### src/rtl/ssp_pkg.sv
package ssp_pkg;

  typedef struct packed {
    logic start;
    logic advance;
    logic latchDir;
    logic loadSetup;
    logic loadPulse;
    logic stepOn;
    logic pop;
    logic flush;
  } ssp_strobe_t;

  typedef enum logic [1:0] {
    ST_IDLE,
    ST_WAIT,
    ST_SETUP,
    ST_PULSE
  } ssp_state_t;

endpackage

### src/rtl/ssp_datapath.sv
module ssp_datapath
  import ssp_pkg::*;
#(
  parameter int NUM_MOTORS  = 2,
  parameter int KIND_W      = 2,
  parameter int DELAY_W     = 32,
  parameter int QUEUE_DEPTH = 4,
  parameter int MAX_ENTRIES = 16,
  parameter int DIR_SETUP   = 20,
  parameter int PULSE_LEN   = 100,
  localparam int MIDX_W = $clog2(NUM_MOTORS),
  localparam int WAIT_W = DELAY_W - MIDX_W,
  localparam int PTR_W  = $clog2(QUEUE_DEPTH),
  localparam int LVL_W  = $clog2(QUEUE_DEPTH + 1),
  localparam int CNT_W  = $clog2(MAX_ENTRIES + 1),
  localparam int EIDX_W = $clog2(MAX_ENTRIES)
) (
  input  logic                           clk,
  input  logic                           rstN,
  input  logic                           pushValid,
  input  logic [KIND_W-1:0]              pushKind,
  input  logic [NUM_MOTORS-1:0]          pushDir,
  input  logic [CNT_W-1:0]               pushCount,
  input  logic [MAX_ENTRIES*DELAY_W-1:0] pushDelays,
  input  ssp_strobe_t                    strb,
  output logic                           headValid,
  output logic                           headNoSteps,
  output logic                           lastEntry,
  output logic                           timerZero,
  output logic [NUM_MOTORS-1:0]          stepOut,
  output logic [NUM_MOTORS-1:0]          dirOut,
  output logic [KIND_W-1:0]              activeKind,
  output logic                           queueFull,
  output logic                           queueEmpty,
  output logic [LVL_W-1:0]               queueLevel
);

  logic [KIND_W-1:0]     kindMem  [QUEUE_DEPTH];
  logic [NUM_MOTORS-1:0] dirMem   [QUEUE_DEPTH];
  logic [CNT_W-1:0]      cntMem   [QUEUE_DEPTH];
  logic [DELAY_W-1:0]    delayMem [QUEUE_DEPTH][MAX_ENTRIES];

  logic [PTR_W-1:0]  wrPtr, rdPtr;
  logic [LVL_W-1:0]  level;
  logic [EIDX_W-1:0] entryIdx, loadIdx;
  logic [MIDX_W-1:0] curMotor, loadMotor;
  logic [WAIT_W-1:0] timer, loadWait, loadVal;
  logic [DELAY_W-1:0] loadWord;
  logic [CNT_W-1:0]  storeCount;
  logic [NUM_MOTORS-1:0] dirReg;
  logic pushOk, popOk;

  function automatic logic [PTR_W-1:0] bump(input logic [PTR_W-1:0] p);
    return (p == PTR_W'(QUEUE_DEPTH - 1)) ? '0 : p + PTR_W'(1);
  endfunction

  assign queueFull  = (level == LVL_W'(QUEUE_DEPTH));
  assign queueEmpty = (level == '0);
  assign queueLevel = level;
  assign headValid  = !queueEmpty;
  assign pushOk     = pushValid && !queueFull && !strb.flush;
  assign popOk      = strb.pop && headValid;
  assign storeCount = (pushCount > CNT_W'(MAX_ENTRIES)) ? CNT_W'(MAX_ENTRIES) : pushCount;

  // queue storage, written only on an accepted push
  always_ff @(posedge clk) begin
    if (pushOk) begin
      kindMem[wrPtr] <= pushKind;
      dirMem[wrPtr]  <= pushDir;
      cntMem[wrPtr]  <= storeCount;
      for (int e = 0; e < MAX_ENTRIES; e++)
        delayMem[wrPtr][e] <= pushDelays[e*DELAY_W +: DELAY_W];
    end
  end

  always_ff @(posedge clk) begin
    if (!rstN || strb.flush) begin
      wrPtr <= '0;
      rdPtr <= '0;
      level <= '0;
    end else begin
      if (pushOk) wrPtr <= bump(wrPtr);
      if (popOk)  rdPtr <= bump(rdPtr);
      case ({pushOk, popOk})
        2'b10:   level <= level + LVL_W'(1);
        2'b01:   level <= level - LVL_W'(1);
        default: level <= level;
      endcase
    end
  end

  assign headNoSteps = (cntMem[rdPtr] == '0);
  assign lastEntry   = ((CNT_W'(entryIdx) + CNT_W'(1)) == cntMem[rdPtr]);
  assign activeKind  = headValid ? kindMem[rdPtr] : '0;

  // delay word selection: motor index on top, wait below
  assign loadIdx   = strb.advance ? entryIdx + EIDX_W'(1) : entryIdx;
  assign loadWord  = delayMem[rdPtr][loadIdx];
  assign loadMotor = loadWord[DELAY_W-1 -: MIDX_W];
  assign loadWait  = loadWord[WAIT_W-1:0];
  assign loadVal   = (loadWait == '0) ? '0 : loadWait - WAIT_W'(1);

  always_ff @(posedge clk) begin
    if (!rstN) begin
      entryIdx <= '0;
      curMotor <= '0;
      timer    <= '0;
    end else begin
      if (strb.flush || popOk)      entryIdx <= '0;
      else if (strb.advance)        entryIdx <= loadIdx;

      if (strb.start || strb.advance) curMotor <= loadMotor;

      if (strb.start || strb.advance) timer <= loadVal;
      else if (strb.loadSetup)        timer <= WAIT_W'(DIR_SETUP - 1);
      else if (strb.loadPulse)        timer <= WAIT_W'(PULSE_LEN - 1);
      else if (timer != '0)           timer <= timer - WAIT_W'(1);
    end
  end

  assign timerZero = (timer == '0);

  always_ff @(posedge clk) begin
    if (!rstN)              dirReg <= '0;
    else if (strb.latchDir) dirReg[curMotor] <= dirMem[rdPtr][curMotor];
  end

  assign dirOut = dirReg;

  always_comb begin
    stepOut = '0;
    if (strb.stepOn) stepOut[curMotor] = 1'b1;
  end

endmodule

### src/rtl/ssp_control.sv
module ssp_control
  import ssp_pkg::*;
(
  input  logic        clk,
  input  logic        rstN,
  input  logic        abort,
  input  logic        headValid,
  input  logic        headNoSteps,
  input  logic        lastEntry,
  input  logic        timerZero,
  output ssp_strobe_t strb,
  output logic        busy
);

  ssp_state_t state, nxtState;
  logic drain, nxtDrain;

  always_ff @(posedge clk) begin
    if (!rstN) begin
      state <= ST_IDLE;
      drain <= 1'b0;
    end else begin
      state <= nxtState;
      drain <= nxtDrain;
    end
  end

  always_comb begin
    strb        = '0;
    nxtState    = state;
    nxtDrain    = drain;
    strb.stepOn = (state == ST_PULSE);
    case (state)
      ST_IDLE: begin
        if (abort) strb.flush = 1'b1;
        else if (headValid) begin
          if (headNoSteps) strb.pop = 1'b1;
          else begin
            strb.start = 1'b1;
            nxtState   = ST_WAIT;
          end
        end
      end
      ST_WAIT: begin
        if (abort) begin
          strb.flush = 1'b1;
          nxtState   = ST_IDLE;
        end else if (timerZero) begin
          strb.latchDir  = 1'b1;
          strb.loadSetup = 1'b1;
          nxtState       = ST_SETUP;
        end
      end
      ST_SETUP: begin
        if (abort) begin
          strb.flush = 1'b1;
          nxtState   = ST_IDLE;
        end else if (timerZero) begin
          strb.loadPulse = 1'b1;
          nxtState       = ST_PULSE;
        end
      end
      ST_PULSE: begin
        if (abort) begin
          strb.flush = 1'b1;
          nxtDrain   = 1'b1;
        end
        if (timerZero) begin
          if (abort || drain) begin
            nxtState = ST_IDLE;
            nxtDrain = 1'b0;
          end else if (lastEntry) begin
            strb.pop = 1'b1;
            nxtState = ST_IDLE;
          end else begin
            strb.advance = 1'b1;
            nxtState     = ST_WAIT;
          end
        end
      end
      default: nxtState = ST_IDLE;
    endcase
  end

  assign busy = (state != ST_IDLE) || headValid;

endmodule

### src/rtl/step_schedule_player.sv
module step_schedule_player
  import ssp_pkg::*;
#(
  parameter int NUM_MOTORS  = 2,
  parameter int KIND_W      = 2,
  parameter int DELAY_W     = 32,
  parameter int QUEUE_DEPTH = 4,
  parameter int MAX_ENTRIES = 16,
  parameter int DIR_SETUP   = 20,
  parameter int PULSE_LEN   = 100,
  localparam int CNT_W = $clog2(MAX_ENTRIES + 1),
  localparam int LVL_W = $clog2(QUEUE_DEPTH + 1)
) (
  input  logic                           clk,
  input  logic                           rstN,
  input  logic                           abort,
  input  logic                           pushValid,
  input  logic [KIND_W-1:0]              pushKind,
  input  logic [NUM_MOTORS-1:0]          pushDir,
  input  logic [CNT_W-1:0]               pushCount,
  input  logic [MAX_ENTRIES*DELAY_W-1:0] pushDelays,
  output logic [NUM_MOTORS-1:0]          stepOut,
  output logic [NUM_MOTORS-1:0]          dirOut,
  output logic [KIND_W-1:0]              activeKind,
  output logic                           busy,
  output logic                           queueFull,
  output logic                           queueEmpty,
  output logic [LVL_W-1:0]               queueLevel
);

  ssp_strobe_t strb;
  logic headValid, headNoSteps, lastEntry, timerZero;

  ssp_control u_ctrl (
    .clk        (clk),
    .rstN       (rstN),
    .abort      (abort),
    .headValid  (headValid),
    .headNoSteps(headNoSteps),
    .lastEntry  (lastEntry),
    .timerZero  (timerZero),
    .strb       (strb),
    .busy       (busy)
  );

  ssp_datapath #(
    .NUM_MOTORS (NUM_MOTORS),
    .KIND_W     (KIND_W),
    .DELAY_W    (DELAY_W),
    .QUEUE_DEPTH(QUEUE_DEPTH),
    .MAX_ENTRIES(MAX_ENTRIES),
    .DIR_SETUP  (DIR_SETUP),
    .PULSE_LEN  (PULSE_LEN)
  ) u_dp (
    .clk        (clk),
    .rstN       (rstN),
    .pushValid  (pushValid),
    .pushKind   (pushKind),
    .pushDir    (pushDir),
    .pushCount  (pushCount),
    .pushDelays (pushDelays),
    .strb       (strb),
    .headValid  (headValid),
    .headNoSteps(headNoSteps),
    .lastEntry  (lastEntry),
    .timerZero  (timerZero),
    .stepOut    (stepOut),
    .dirOut     (dirOut),
    .activeKind (activeKind),
    .queueFull  (queueFull),
    .queueEmpty (queueEmpty),
    .queueLevel (queueLevel)
  );

endmodule

### config.mk
export PLATFORM = sky130hd
export DESIGN_NAME = step_schedule_player
export DESIGN_NICKNAME = d
export VERILOG_FILES = /design/src/rtl/ssp_pkg.sv /design/src/rtl/ssp_datapath.sv /design/src/rtl/ssp_control.sv /design/src/rtl/step_schedule_player.sv
export SDC_FILE = /design/constraint.sdc
export NUM_CORES = 2
export LEC_CHECK = 0
export ABC_AREA = 1
export BUFFER_PORTS_ARGS = -buffer_cell sky130_fd_sc_hd__buf_4
export CORE_UTILIZATION = 50
export DETAILED_ROUTE_END_ITERATION = 6
export HOLD_SLACK_MARGIN = 0.08
export PLACE_DENSITY = 0.79
export SLEW_MARGIN = 0
export SYNTH_ARGS = -nofsm -noshare
export SYNTH_HDL_FRONTEND = slang
export SYNTH_SLANG_ARGS = --single-unit
export TNS_END_PERCENT = 100
### constraint.sdc
create_clock -name clk -period 49 [get_ports clk]
set_clock_uncertainty 0.2 [all_clocks]
set_input_delay 2.45 -clock clk [delete_from_list [all_inputs] [get_ports clk]]
set_output_delay 2.45 -clock clk [all_outputs]
set_load 0.005 [all_outputs]
==> results.txt <==
- Run status: finished, violations left
- Violations in the final reports: design-rule violations
- The pre-antenna-repair detailed-routing pass consisted of 7 iterations.
- Total of cells resized after clock tree synthesis: 0
- Once detail routing completed, the nets flagged for antenna violations numbered 0.
* Type of the most critical hold path: reg2reg
* Die area: 176300 um2
- Std cell rows: 153
- Across all layers, the routed design uses 60580 vias.
* Chip Height: 419.9 um
- Max frequency: 0.1377 GHz
- Measured against its own limit, the worst slew margin works out to 20.93%.
* Synthesized area: 87330 um2
* Detail Placement HPWL: 158.5 mm
- Top_reg_cell synth: sky130_fd_sc_hd__edfxtp_1
* Clock tree from TritonCTS: done
* Final routed wirelength across all metal layers: 255.7 mm
- The number of setup buffers added after CTS is 0.
- The first routing iteration left 7857 violations.
- Cells with a size suffix above 1 make up 12.29% of the layout.
* Time the worst path needs with I/O delays and setup: 7.261 ns
* Clock latency on the worst-skew pair: 0.88 ns
- Crit. End Element: flop
- No sink is reached through more buffers than the 3 on the longest clock path.
- Classification of the worst setup path: reg2reg
* Fraction of power spent switching nets: 22.01%
- RSZ-0062 raised after global routing: no
- After clock tree synthesis, the clock-pin slew on the worst setup and hold paths is 0.06 ns.
- H-Tree Depth: 4
* Synthesized Nets: 7674
* Warnings from Yosys: 0
- Relative to the synthesized area, the layout overhead comes to 14.13%.
* Maximum number of pins on one net before global-route repair: 222
- Of all flip-flops after synthesis, the portion carrying an async set or reset was 0%.
- Sequential elements use 72.81% of the synthesized area.
- Final setup TNS: 0 ns
- Gate count after technology mapping: 7132
* Worst EP arrival: 7.82 ns
- The number of global-route vias before repair came to 57440.
* Average vias per placed instance: 6.013
- Max-cap violations in this run came to 0.
- In this run the power density over the cells is 38.08 nW/um2.
* Sink count of the clock tree: 2134
* Crit share post-route: 14.82%
* Clock network fraction of total power: 39.7%
- Count of distinct cell types in the synthesized netlist: 47
- The synthesized design contains 2084 enable-type register cells.
- The total overflow left after global routing is 0.
- The count of buffers added on input and output ports is 536.
- Setup WS pre-CTS: 41.11 ns
- Routability cong.: 0.9165
* Area of the placeable core: 173600 um2
- Number of buffers inserted by hold repair at cts: 0
- For this configuration, the core starts out at a cell density of 50.29%.
- For the worst setup path, the data required time is 49.56 ns.
- GRT Overall Usage: 28.30%
- In this run the cell area measured after placement is 93050 um2.
- The initial antenna violation count is 132.
* Final std cell area, no fill: 99660 um2
* Die boundary width: 419.9 um
* Final setup violation count: 0
- For the pin with the worst max-slew slack, the measured transition is 1.186 ns.
* Fin. Hold Viols: 0
- In this run the power spent charging and discharging nets is 0.0008351 W.
- Final #Nets: 8024
- Clock root cell: sky130_fd_sc_hd__clkbuf_16
- CP Max Fanout: 97
- First-pass GRT wire length: 368.5 mm
* Routed length per instance: 25.38 um
- CP startpoint kind: flop
* Internal power of the cells: 0.002960 W
- Leakage: 35.45 nW
- Final setup margin: 41.74 ns
* Flip-flop and latch count after synthesis: 2134
* Worst IR Drop VDD: 37.45 uV
- Max-slew violation count: 0
* Synthesized area per cell: 12.24 um2
- Combinational cell fraction of total power: 5.9%
- For this run, design rule violations remaining after detail routing come to 3.
- Number of buffers created by CTS: 206
* IO Count: 537
* Relative contribution of sequential cells to total power: 54.4%
[synth_stat cells, types with 3 or more instances]
library cell	count	area, um2
sky130_fd_sc_hd__ha_1	16	200.2
sky130_fd_sc_hd__buf_1	31	116.4
sky130_fd_sc_hd__nor2_2	17	106.4
sky130_fd_sc_hd__a32o_1	308	3083
sky130_fd_sc_hd__nand3_1	514	2572
sky130_fd_sc_hd__a21oi_1	440	2202
sky130_fd_sc_hd__o211ai_1	14	105.1
sky130_fd_sc_hd__dfxtp_1	50	1001
sky130_fd_sc_hd__buf_6	16	180.2
sky130_fd_sc_hd__o21ai_1	17	85.08
sky130_fd_sc_hd__nand2_2	6	37.54
sky130_fd_sc_hd__nor4_1	5	31.28
sky130_fd_sc_hd__nor3_1	13	65.06
sky130_fd_sc_hd__o22ai_1	158	988.5
sky130_fd_sc_hd__o221ai_1	8	70.07
sky130_fd_sc_hd__xor2_1	23	201.4
sky130_fd_sc_hd__nor2_1	509	1911
sky130_fd_sc_hd__inv_2	3	11.26
sky130_fd_sc_hd__nand2_1	1923	7218
sky130_fd_sc_hd__inv_1	108	405.4
sky130_fd_sc_hd__buf_4	18	135.1
sky130_fd_sc_hd__buf_2	64	320.3
sky130_fd_sc_hd__nand4_1	10	62.56
sky130_fd_sc_hd__clkbuf_1	342	1284
sky130_fd_sc_hd__xnor2_1	9	78.83
sky130_fd_sc_hd__edfxtp_1	2084	62580
sky130_fd_sc_hd__a31oi_1	5	31.28
sky130_fd_sc_hd__o21ai_0	395	1977
[placed cells by master (no fill, tap or decap), drive strengths merged]
| cell type | n |
|---|---|
| o22ai | 158 |
| o21bai | 2 |
| o221ai | 8 |
| nor3 | 13 |
| a2111oi | 1 |
| nor4 | 5 |
| xor2 | 23 |
| clkbuf | 271 |
| bufinv | 8 |
| nand4 | 10 |
| ha | 16 |
| diode | 99 |
| a32oi | 1 |
| dfxtp | 50 |
| nand3 | 516 |
| o211a | 1 |
| nor2 | 527 |
| a31o | 2 |
| a31oi | 5 |
| a32o | 308 |
| xnor2 | 9 |
| clkinvlp | 5 |
| or2 | 1 |
| buf | 615 |
| o211ai | 14 |
| a21oi | 441 |
| inv | 117 |
| fa | 1 |
| nand2 | 1930 |
| a211oi | 2 |
| nand3b | 2 |
| clkinv | 89 |
| o21ba | 1 |
| o21ai | 414 |
| o31ai | 1 |
| edfxtp | 2084 |
[state kept, by name, summed over array words and instances, names as in the netlist, named ones only]
name             flops
u_dp.delayMem     2048
u_dp.timer          31
u_dp.cntMem         20
u_dp.dirMem          8
u_dp.kindMem         8
u_dp.entryIdx        4
u_dp.queueLevel      3
u_ctrl.state         2
u_dp.dirOut          2
u_dp.rdPtr           2
u_dp.wrPtr           2
u_ctrl.drain         1
u_dp.curMotor        1
[worst paths after layout]
path,from,cells past startpoint,end,slack [ns]
setup reg to reg,flop,24,u_dp.timer[30],41.74
hold reg to reg,u_dp.dirOut[1],2,u_dp.dirOut[1],0.25
hold / removal,u_dp.dirOut[1],2,u_dp.dirOut[1],0.25
setup / recovery,flop,24,u_dp.timer[30],41.74
[metrics by stage]
stage	instances	hold slack, ns	power (W)	utilization (%)
6_report	10080	0.2472	0.003795	57.40
2_1_floorplan	7132	0.2396	0.002243	-
3_5_place_dp	9599	0.2383	0.002320	53.59
4_1_cts	9976	0.2474	0.003801	57.26
3_3_place_gp	9599	0.2404	0.002315	53.59
5_1_grt	10060	0.2670	0.003901	57.38
[area by class of cell]
| class | instances | area [um2] |
|---|---|---|
| antenna | 99 | 247.7 |
| timing repair buffer | 615 | 4730 |
| inverter | 113 | 455.4 |
| clock inverter | 106 | 907.1 |
| sequential | 2134 | 63590 |
| clock buffer | 271 | 5461 |
| tap | 2325 | 2909 |
| multi-input combinational | 4412 | 21360 |
| fill | 13420 | 73970 |
[power by group through the flow]
stage / clock [W] / sequential [W] / combinational [W]
after global routing: 0.00159 / 0.00206 / 0.000245
final: 0.00151 / 0.00206 / 0.000224
after global placement: 0 / 0.00210 / 0.000216
after floorplan: 0 / 0.00212 / 0.000120
after detailed placement: 0 / 0.00210 / 0.000220
after CTS: 0.00152 / 0.00206 / 0.000221
[kinds of logic after synthesis]
kind of cell | synth area share [%]
buf+inv | 2.854
flops | 72.81
simple gates | 13.82
fa+ha+maj | 0.2522
xor+xnor | 0.3210
compound gates | 9.944
[critical path: stages (launching register included)]
cell	delay [ns]
sky130_fd_sc_hd__dfxtp_4	0.52
sky130_fd_sc_hd__inv_8	0.51
sky130_fd_sc_hd__buf_4	0.66
sky130_fd_sc_hd__nand3_1	0.21
sky130_fd_sc_hd__nand2_1	0.14
sky130_fd_sc_hd__nand2_1	0.06
sky130_fd_sc_hd__nand2_1	0.09
sky130_fd_sc_hd__nor2_1	0.05
sky130_fd_sc_hd__nand3_1	0.24
sky130_fd_sc_hd__nand3_2	0.44
sky130_fd_sc_hd__nand2_8	0.71
sky130_fd_sc_hd__buf_4	0.75
sky130_fd_sc_hd__nand2_1	0.14
sky130_fd_sc_hd__o211ai_1	0.14
sky130_fd_sc_hd__nand3_1	0.10
sky130_fd_sc_hd__nand3_1	0.16
sky130_fd_sc_hd__nand2_1	0.33
sky130_fd_sc_hd__nand2_1	0.21
sky130_fd_sc_hd__nor2_1	0.07
sky130_fd_sc_hd__nand2_1	0.09
sky130_fd_sc_hd__nor2_2	0.05
sky130_fd_sc_hd__nor2_2	0.39
sky130_fd_sc_hd__buf_4	0.37
sky130_fd_sc_hd__nand3_1	0.11
sky130_fd_sc_hd__a21oi_1	0.12
[routing by layer]
metal	up-vias	wire length [um]	track usage, %
li1	26780	-	-
met1	29600	92600	35.52
met2	3487	119500	43.66
met3	660	27050	7.295
met4	62	16200	18.28
met5	-	414	0
No activity file was read; power rests on OpenSTA's default activity.
